===== src/rtl/linscan_timer.sv =====
module linscan_timer #(
  parameter int PIXELS     = 128,
  parameter int RESET_CLKS = 18,
  parameter int HALF_MIN   = 3,
  parameter int HALF_MAX   = 5000,
  parameter int XFER_CYC   = 1000,
  parameter int SPACE_MAX  = 5_000_000,
  parameter int DIV_W      = 16,
  parameter int EXP_W      = 24
) (
  input  logic                      clk,
  input  logic                      rst_n,
  input  logic [DIV_W-1:0]          half_div_i,
  input  logic [EXP_W-1:0]          expo_i,
  input  logic                      cont_i,
  input  logic                      start_i,
  output logic                      sclk_o,
  output logic                      si_o,
  output logic                      strobe_o,
  output logic [$clog2(PIXELS)-1:0] pix_o,
  output logic                      done_o,
  output logic                      err_o
);
  localparam int LAST_EDGE = 2*PIXELS + 1;
  localparam int EW        = $clog2(LAST_EDGE + 1);
  localparam int HW        = $clog2(HALF_MAX + 1);
  localparam int PW        = $clog2(PIXELS);
  localparam int MINSP_TOP = (2*PIXELS + 2)*HALF_MAX + XFER_CYC;
  localparam int SW        = $clog2(MINSP_TOP + SPACE_MAX + 1) + 1;
  localparam int CW        = ((EXP_W > SW) ? EXP_W : SW) + HW + 8;

  logic          busy, flush_pend, flushing, start_req;
  logic [HW-1:0] h_r, ph;
  logic [EW-1:0] e;
  logic [SW-1:0] since, simin_r, sp_r;

  wire [HW-1:0] h_new = (half_div_i < DIV_W'(HALF_MIN)) ? HW'(HALF_MIN) :
                        (half_div_i > DIV_W'(HALF_MAX)) ? HW'(HALF_MAX) : HW'(half_div_i);

  wire [CW-1:0] minsp_w = CW'(h_new) * CW'(2*PIXELS + 2) + CW'(XFER_CYC);
  wire [CW-1:0] simin_w = CW'(h_new) * CW'(LAST_EDGE) + CW'(XFER_CYC);
  wire [CW-1:0] tgt_w   = CW'(expo_i) + CW'(h_new) * CW'(2*RESET_CLKS);
  wire [CW-1:0] cap_w   = (tgt_w > CW'(SPACE_MAX)) ? CW'(SPACE_MAX) : tgt_w;
  wire [CW-1:0] sp_w    = (flush_pend || cap_w < minsp_w) ? minsp_w : cap_w;
  wire          short_w = tgt_w < minsp_w;
  wire [CW-1:0] since1  = CW'(since) + CW'(1);

  wire want = cont_i || start_req || start_i;
  wire go   = !busy && (flush_pend ||
              (want && since1 >= CW'(simin_r) && since1 + CW'(h_new) >= CW'(sp_r)));
  wire tick = busy && (ph == h_r - 1'b1);
  wire last = (e == EW'(LAST_EDGE));

  always_ff @(posedge clk) begin
    if (!rst_n) begin
      busy       <= 1'b0;
      flush_pend <= 1'b1;
      flushing   <= 1'b0;
      start_req  <= 1'b0;
      h_r        <= HW'(HALF_MIN);
      ph         <= '0;
      e          <= '0;
      since      <= '1;
      simin_r    <= '0;
      sp_r       <= '0;
      sclk_o     <= 1'b0;
      si_o       <= 1'b0;
      strobe_o   <= 1'b0;
      pix_o      <= '0;
      done_o     <= 1'b0;
      err_o      <= 1'b0;
    end else begin
      strobe_o  <= 1'b0;
      done_o    <= 1'b0;
      start_req <= go ? 1'b0 : (start_req | start_i);
      since     <= (since == '1) ? since : since + 1'b1;
      if (go) begin
        busy       <= 1'b1;
        si_o       <= 1'b1;
        ph         <= '0;
        e          <= '0;
        h_r        <= h_new;
        flushing   <= flush_pend;
        flush_pend <= 1'b0;
        simin_r    <= SW'(simin_w);
        sp_r       <= SW'(sp_w);
        if (!flush_pend && short_w) err_o <= 1'b1;
      end else if (tick) begin
        ph <= '0;
        e  <= e + 1'b1;
        if (!e[0]) begin
          sclk_o <= 1'b1;
          if (e == '0) since <= '0;
        end else begin
          sclk_o <= 1'b0;
          si_o   <= 1'b0;
          if (last) begin
            busy   <= 1'b0;
            done_o <= !flushing;
          end else if (!flushing) begin
            strobe_o <= 1'b1;
            pix_o    <= PW'(e >> 1);
          end
        end
      end else if (busy) begin
        ph <= ph + 1'b1;
      end
    end
  end
endmodule


===== config.mk =====
export PLATFORM = sky130hd
export DESIGN_NAME = linscan_timer
export DESIGN_NICKNAME = d
export VERILOG_FILES = /design/src/rtl/linscan_timer.sv
export SDC_FILE = /design/constraint.sdc
export NUM_CORES = 1
export LEC_CHECK = 0
export BUFFER_PORTS_ARGS = -buffer_cell sky130_fd_sc_hd__buf_2
export CORE_ASPECT_RATIO = 1.75
export CORE_MARGIN = 3
export CORE_UTILIZATION = 65
export CTS_BUF_LIST = sky130_fd_sc_hd__clkbuf_16
export DETAILED_ROUTE_END_ITERATION = 16
export PLACE_DENSITY = 0.84
export SLEW_MARGIN = 20
export SYNTH_ARGS = -nofsm -noshare
export SYNTH_HDL_FRONTEND = slang
export SYNTH_SLANG_ARGS = --single-unit

===== constraint.sdc =====
create_clock -name clk -period 23.8 [get_ports clk]
set_input_delay 1.19 -clock clk [delete_from_list [all_inputs] [get_ports clk]]
set_output_delay 1.19 -clock clk [all_outputs]
set_load 0.05 [all_outputs]

==> impl_metrics.tcl, run 1 <==
set metrics [dict create \
    post-route-period-util_pct 45.8 \
    tns_ns 0 \
    grt_usage_pct 36.9 \
    cp-start-kind "input pin" \
    io_buffers 55 \
    crit_type "input pin to register" \
    tightest_slew_ns 1.08 \
    post_route_cells_drive_above_1_share_pct 7.92 \
    clock-sinks 120 \
    dp_cells 1781 \
    finClkSkew_ns 0.00972 \
    wl_per_cell_um 20.2 \
    synth_area_leader_cell "dfxtp_1" \
    ios 56 \
    synth_most_common_cell "ha_1" \
    fmax_mhz 91.8 \
    ant_nets 0 \
    slew_viol_final 0 \
    vias 11800 \
    via_per_inst 6.49 \
    clk_path_buf_depth 2 \
    slowest_stage "or4_4" \
    synthCells 1534 \
    hpwlAfterDp_um 28500 \
    dieArea_sq_um 20100 \
    rsz0062_at_grt "false" \
    syn_avg_cell_area_sq_um 7.78 \
    cap_viol_max_count 0 \
    cp-end-kind "register" \
    outcome "finished, final reports clean" \
    htreeDepth 4 \
    fin_cells 1814 \
    antenna_found_initial 1 \
    cts_tree "built" \
    synth_seq_area_share_pct 20.1 \
    area_delta_synth_final_pct 8.62 \
    cts_inserted_buffers 17 \
    yosys.area.top_type_share_pct 20.1 \
    synthDistinctLibCells 88 \
    drt_iter0_markers 701 \
    cts.repair.resized 0 \
    whs_ns 0.450 \
    synth_ff_type "dfxtp_1" \
    crit_top_cell "o21ai_0" \
    arrival_ns 11.23 \
    drcViolationCount 0 \
    cp.required_ns 24.14 \
    ctsHoldBuffers 0 \
    cp_slowest_stage_delay_ns 0.57 \
    yosysWarningCount 0 \
    fillers 1507 \
    clk_pin_slew_ns 0.06 \
    synth-edff-count 0 \
    die_x_um 108 \
    p_leak_nw 5.69 \
    initial_utilization_pct 66.1 \
    nets 1799 \
    dr.pass1.iters 5 \
    critPathMaxFanout 10 \
    hold_class "register to register" \
    wirelength_um 36700 \
    grt_max_degree 52 \
    clk_latency_ns 0.42 \
    overflow 0 \
    synth_common_cells "ha_1, nor2_1, dfxtp_1" \
    first_global_vias 11800 \
    ys_top_cells_by_area "dfxtp_1, ha_1, xnor2_1, nor2_1, a21oi_1" \
    rows 65 \
    syn_area_sq_um 11900 \
    timing.slew.headroom_pct 28.3 \
    p_per_area_nw_per_um2 144 \
    grt_pass1_wl_um 57900 \
    cts_setup_buffers 0 \
    die_y_um 185 \
    core_area_sq_um 18100 \
    ir_drop_mv 0.193 \
    place_congestion 0.967 \
    setup_violations 0 \
    cts_root_buf "clkbuf_16" \
    final_hold_viol_count 0 \
    ys_ff_latch 120 \
    ys_async_sr_fraction_pct 0 \
    period_needed_ns 10.89 \
]
[per-layer routing]
metal	vias to the layer above	wire (um)	track usage [%]	share of wire [%]
met3	235	1850	6.73	5.0
met4	0	4570	38.8	12
met2	489	18300	65.1	50
met5	-	0	0	0
li1	5588	-	-	-
met1	5453	12000	33.3	33
[sequential cells by signal (all words and copies together) (netlist names)]
| register | cells |
|---|---|
| done_o | 1 |
| flushing | 1 |
| strobe_o | 1 |
| err_o | 1 |
| busy | 1 |
| si_o | 1 |
| ph | 13 |
| sp_r | 24 |
| h_r | 13 |
| pix_o | 7 |
| since | 24 |
| start_req | 1 |
| simin_r | 21 |
| sclk_o | 1 |
| e | 9 |
| flush_pend | 1 |
[power breakdown]
| part | internal (mW) | switching (mW) |
|---|---|---|
| registers | 0.260 | 0.0490 |
| logic | 0.488 | 0.800 |
| clock network | 0.165 | 0.101 |
| total | 0.912 | 0.950 |
[logic make-up (layout without fill, tap and decap cells)]
logic type                 Yosys count  in the layout  share of synthesized area (%)
buffers and inverters              162            205                           5.36
xor gates and xnor gates           135            135                           9.97
muxes                               19             19                           1.71
AOI/OAI and AO/OA                  356            356                           19.7
adders and majority gates          190            190                           20.3
DFF                                120            120                           20.1
other                                2              5                         0.0629
and+or+nand+nor                    550            550                           22.8
[critical path: cells and delay by family]
| kind | cells | cell delay (ns) |
|---|---|---|
| adder cells (fa/ha/maj) | 5 | 1.44 |
| XOR/XNOR | 2 | 0.46 |
| AO/OA/AOI/OAI | 17 | 3.82 |
| AND/OR/NAND/NOR | 14 | 3.83 |
| buffers and inverters | 3 | 0.46 |
[cell type report]
| class | count | area, sq um | share of cell area [%] |
|---|---|---|---|
| multi-input cells | 1254 | 8920 | 68.8 |
| clock inverters | 15 | 178 | 1.37 |
| diodes | 1 | 2.50 | 0.0193 |
| clock buffers | 17 | 425 | 3.28 |
| repair buffers | 62 | 328 | 2.53 |
| flip-flops and latches | 120 | 2400 | 18.5 |
| inverters | 111 | 417 | 3.21 |
| well taps | 234 | 293 | 2.26 |
[per-stage QoR]
| step | utilization, % | area [sq um] | setup slack, ns | power, mW |
|---|---|---|---|---|
| 3_5_place_dp | 68.4 | 12300 | 12.65 | 1.56 |
| 5_1_grt | 71.8 | 13000 | 11.98 | 2.02 |
| 3_3_place_gp | 68.4 | 12300 | 13.01 | 1.51 |
| 2_1_floorplan | - | 11900 | 14.05 | 1.26 |
| 4_1_cts | 71.7 | 13000 | 13.06 | 1.84 |
| 6_report | 71.8 | 13000 | 12.91 | 1.86 |
[layout by cell type, fill, tap and decap left out, types with 13 or more instances in the layout]
cell,instances
dfxtp_1,120
nor4_1,17
xnor2_1,82
nand4_1,39
a21oi_1,97
and2_1,14
clkbuf_16,17
mux2i_1,17
a211oi_1,23
o221ai_1,15
nor3_1,34
nand2_1,111
nand3_1,55
ha_1,183
o21ai_0,84
inv_1,111
nand2b_1,16
xor2_1,52
o21a_1,13
and3_1,16
buf_2,55
nor2b_1,14
a21o_1,28
nor2_1,177
[path summary, 6_finish.rpt]
check | start | endpoint | slack [ns] | cells after the start
worst min register to register | sp_r[23] | sp_r[23] | 0.45 | 2
worst max register to register | since[0] | done_o | 16.40 | 23
worst min-delay path | sp_r[23] | sp_r[23] | 0.45 | 2
worst max-delay path | half_div_i[6] | sp_r[13] | 12.91 | 41
(Power assumes the default switching activity.)
==> run 2: changes to the inputs <==
Settings changed: CORE_UTILIZATION 65 to 64, PLACE_DENSITY 0.84 to 0.83.
Clock period 23.8 ns to 11.3 ns, I/O delays scaled along.
==> run 2 against run 1 <==
Non-clock buffer count rose by 4. Clock-buffer cell count unchanged. Critical path type unchanged. Critical path depth down 1. Flip-flop and latch count did not move. Register-to-register slack got worse by 12 ns.
==> impl_metrics.tcl, run 2 (same netlist as run 1, synthesis figures left out) <==
set metrics [dict create \
    crit_type "input pin to register" \
    reg.largest.list "since: 24 flops, sp_r: 24 flops, simin_r: 21 flops" \
    drcViolationCount 0 \
    ios 56 \
    cts_root_buf "clkbuf_16" \
    initial_utilization_pct 65.8 \
    hold_class "input pin to register" \
    grt_pass1_wl_um 58200 \
    min_path_cells 3 \
    hpwlAfterDp_um 28000 \
    critPathMaxFanout 10 \
    post_route_cells_drive_above_1_share_pct 8.09 \
    ctsHoldBuffers 0 \
    nets 1803 \
    dr.pass1.iters 5 \
    met2_usage_pct 64.1 \
    cp_slowest_stage_delay_ns 0.59 \
    clk_pin_slew_ns 0.06 \
    use_met1_pct 34.0 \
    timing.slew.headroom_pct 25.8 \
    setup_violations 0 \
    ant_nets 0 \
    clock-sinks 120 \
    cp-start-kind "input pin" \
    period_needed_ns 10.21 \
    top_usage_layer "met2" \
    grt_usage_pct 36.1 \
    antenna_cells 0 \
    via_per_inst 6.41 \
    cts_inserted_buffers 17 \
    fillers 1470 \
    arrival_ns 10.55 \
    preCtsSetupSlack_ns 0.853 \
    place_congestion 1.07 \
    first_global_vias 11900 \
    dieArea_sq_um 20400 \
    cp.required_ns 11.64 \
    cap_viol_max_count 0 \
    vias 11700 \
    ir_drop_mv 0.371 \
    core_area_sq_um 18100 \
    io_buffers 55 \
    htreeDepth 4 \
    finClkSkew_ns 0.00667 \
    grtUsageMet3_pct 6.51 \
    wirelength_um 35800 \
    final_hold_viol_count 0 \
    slowest_stage "or4_4" \
    final_common_cell "ha_1" \
    slew_viol_final 0 \
    tightest_slew_ns 1.10 \
    clk_path_buf_depth 2 \
    final_cell_mix "ha_1, nor2_1, dfxtp_1" \
    overflow 0 \
    cp-end-kind "register" \
    p_leak_nw 5.70 \
    tns_ns 0 \
    p_per_area_nw_per_um2 302 \
    cts_setup_buffers 0 \
    cts_tree "built" \
    drt_iter0_markers 645 \
    rsz0062_at_grt "false" \
    fmax_mhz 98.0 \
    rr_worst_depth 23 \
    wl_per_cell_um 19.7 \
    area_delta_synth_final_pct 8.99 \
    crit_top_cell "a21oi_1" \
    rows 65 \
    grt_max_degree 52 \
    post-route-period-util_pct 90.3 \
    layout_setup_ws_ns 1.09 \
    outcome "finished, final reports clean" \
    cts.repair.resized 0 \
    antenna_found_initial 0 \
    clk_latency_ns 0.43 \
    die_x_um 109 \
    die_y_um 187 \
]
-- run 2: cell types whose count changed in the layout (fill, tap and decap cells not counted), sizes merged --
cell / delta
clkinv: -5
clkinvlp: +5
buf: +4
bufinv: +1
diode: -1
inv: -1
-- run 2: where the power goes --
group | internal (mW) | switching (mW)
clock | 0.368 | 0.210
sequential | 0.547 | 0.103
combinational | 1.03 | 1.67
-- run 2: per-layer routing --
layer	wire length, um	part of all wire [%]
met1	11900	33
met2	18100	51
met3	2070	5.8
met4	3750	10
met5	0	0
-- run 2: critical path, delay by kind of cell --
| kind | cells | cell delay [ns] |
|---|---|---|
| AND/OR/NAND/NOR | 11 | 3.14 |
| buffers and inverters | 3 | 0.53 |
| adder cells (fa/ha/maj) | 4 | 1.32 |
| AO/OA/AOI/OAI | 20 | 4.41 |
| XOR/XNOR | 2 | 0.56 |
-- run 2: through the flow --
step / total power, mW / hold slack [ns] / area, sq um / util [%] / std cells
after global placement: 3.18 / 0.440 / 12400 / 68.3 / 1785
final: 3.93 / 0.380 / 13000 / 71.7 / 1817
after CTS: 3.88 / 0.381 / 13000 / 71.7 / 1817
after detailed placement: 3.27 / 0.439 / 12400 / 68.3 / 1785
after floorplan: 2.65 / 0.414 / 11900 / - / 1536
after global routing: 4.29 / 0.403 / 13000 / 71.7 / 1817
-- run 2: final timing paths --
path	slack, ns	startpoint	end
hold reg to reg	0.45	simin_r[21]	simin_r[21]
setup reg to reg	4.25	since[0]	sp_r[12]
hold / removal	0.38	start_i	start_req
setup / recovery	1.09	half_div_i[6]	sp_r[12]
-- run 2: area by class of cell --
| type | count | area, sq um | area share (%) |
|---|---|---|---|
| clock buffers | 17 | 425 | 3.27 |
| clock inverters | 15 | 200 | 1.54 |
| inverters | 111 | 417 | 3.20 |
| multi-input cells | 1254 | 8910 | 68.5 |
| flip-flops and latches | 120 | 2400 | 18.5 |
| well taps | 234 | 293 | 2.25 |
| repair buffers | 66 | 358 | 2.75 |
==> run 3: changes to the inputs <==
Settings changed: CORE_UTILIZATION 64 to 56, PLACE_DENSITY 0.83 to 0.74.
==> run 3 against run 2 <==
Final area is 0.13% lower. Final cell count rose by 0.99%. Routed wire length rose by 1.4%.
==> impl_metrics.tcl, run 3 (same netlist as run 1, synthesis figures left out) <==
set metrics [dict create \
    place_congestion 1.00 \
    clk_pin_slew_ns 0.07 \
    io_buffers 55 \
    clock-sinks 120 \
    slew_viol_final 0 \
    p_per_area_nw_per_um2 298 \
    rows 70 \
    nets 1803 \
    hpwlAfterDp_um 28700 \
    multi_input_area_sq_um 8920 \
    cts_tree "built" \
    period_needed_ns 10.27 \
    cts_root_buf "clkbuf_16" \
    ios 56 \
    grt_max_degree 47 \
    finClkSkew_ns 0.0118 \
    final_hold_viol_count 0 \
    rr_worst_depth 21 \
    initial_utilization_pct 57.0 \
    antenna_found_initial 0 \
    overflow 0 \
    r2r_slack_ns 3.76 \
    clk_latency_ns 0.43 \
    tns_ns 0 \
    p_leak_nw 5.69 \
    crit_top_cell "o21ai_0" \
    cp.required_ns 11.64 \
    slowest_stage "or4_4" \
    dieArea_sq_um 23200 \
    post_route_cells_drive_above_1_share_pct 8.21 \
    grt_pass1_wl_um 58300 \
    dr.pass1.iters 7 \
    cts.repair.resized 0 \
    die_y_um 199 \
    drt_iter0_markers 606 \
    fillers 1944 \
    cp-end-kind "register" \
    cap_viol_max_count 0 \
    via_per_inst 6.27 \
    post-route-period-util_pct 90.9 \
    vias 11500 \
    tightest_slew_ns 1.07 \
    cp_slowest_stage_delay_ns 0.57 \
    clk_path_buf_depth 2 \
    reg.largest.list "since: 24 flops, sp_r: 24 flops, simin_r: 21 flops" \
    arrival_ns 10.61 \
    grt_usage_pct 32.3 \
    ir_drop_mv 0.264 \
    crit_type "input pin to register" \
    ant_nets 0 \
    cts_setup_buffers 0 \
    antenna_cells 0 \
    critPathMaxFanout 10 \
    outcome "finished, final reports clean" \
    finalPower_mw 3.87 \
    final_cell_mix "ha_1, nor2_1, dfxtp_1" \
    ctsHoldBuffers 0 \
    regArea_sq_um 2400 \
    area_delta_synth_final_pct 8.84 \
    min_path_cells 3 \
    path_depth 41 \
    crit_buf_inv 3 \
    cp-start-kind "input pin" \
    cts_inserted_buffers 17 \
    die_x_um 116 \
    wirelength_um 36300 \
    drcViolationCount 0 \
    core_area_sq_um 20900 \
    htreeDepth 4 \
    hold_class "input pin to register" \
    holdCritStartpoint "start_i" \
    cp_top_family "compound AO/OA/AOI/OAI gates" \
    fmax_mhz 97.3 \
    rsz0062_at_grt "false" \
    worstHoldEndpoint "start_req" \
    wl_per_cell_um 19.8 \
    r2r-end "done_o" \
    final_common_cell "ha_1" \
    r2r_start "since[0]" \
    timing.slew.headroom_pct 28.7 \
    first_global_vias 11700 \
    setup_violations 0 \
]
run 3: cell type report:
cell class | instances | area share, %
Clock buffer | 17 | 3.28
Clock inverter | 15 | 1.18
Inverter | 111 | 3.21
Multi-Input combinational cell | 1254 | 68.7
Sequential cell | 120 | 18.5
Tap cell | 252 | 2.43
Timing Repair Buffer | 66 | 2.76
run 3: routing by layer:
metal | up-vias | global-route usage (%) | part of all wire (%)
met1 | 5332 | 31.3 | 34
li1 | 5600 | - | -
met4 | 0 | 29.3 | 10
met3 | 184 | 4.61 | 4.4
met2 | 388 | 57.4 | 51
met5 | - | 0 | 0
run 3: worst max-delay path by stage:
stage	from	endpoint
floorplan	half_div_i[6]	sp_r[6]
global placement	half_div_i[6]	sp_r[10]
detailed placement	half_div_i[6]	sp_r[17]
CTS	half_div_i[6]	sp_r[17]
global route	half_div_i[6]	sp_r[3]
finish	half_div_i[6]	sp_r[17]
run 3: through the flow:
| step | setup slack (ns) | util, % | instances | hold slack, ns | cell area (sq um) |
|---|---|---|---|---|---|
| finish | 1.03 | 62.0 | 1835 | 0.384 | 13000 |
| global placement | 1.12 | 59.2 | 1803 | 0.436 | 12400 |
| global route | 0.155 | 62.0 | 1835 | 0.412 | 13000 |
| floorplan | 2.18 | - | 1536 | 0.414 | 11900 |
| detailed placement | 0.803 | 59.2 | 1803 | 0.440 | 12400 |
| CTS | 1.23 | 62.0 | 1835 | 0.381 | 13000 |
run 3: where the power goes:
part	switching, mW	internal (mW)	total, mW
sequential	0.104	0.547	0.651
clock	0.214	0.324	0.538
combinational	1.65	1.03	2.68
total	1.97	1.90	3.87
run 3: worst min-delay path, cell delays in order:
cell,delay [ns]
buf_2,0.09
nor2_1,0.03
nor2_1,0.08
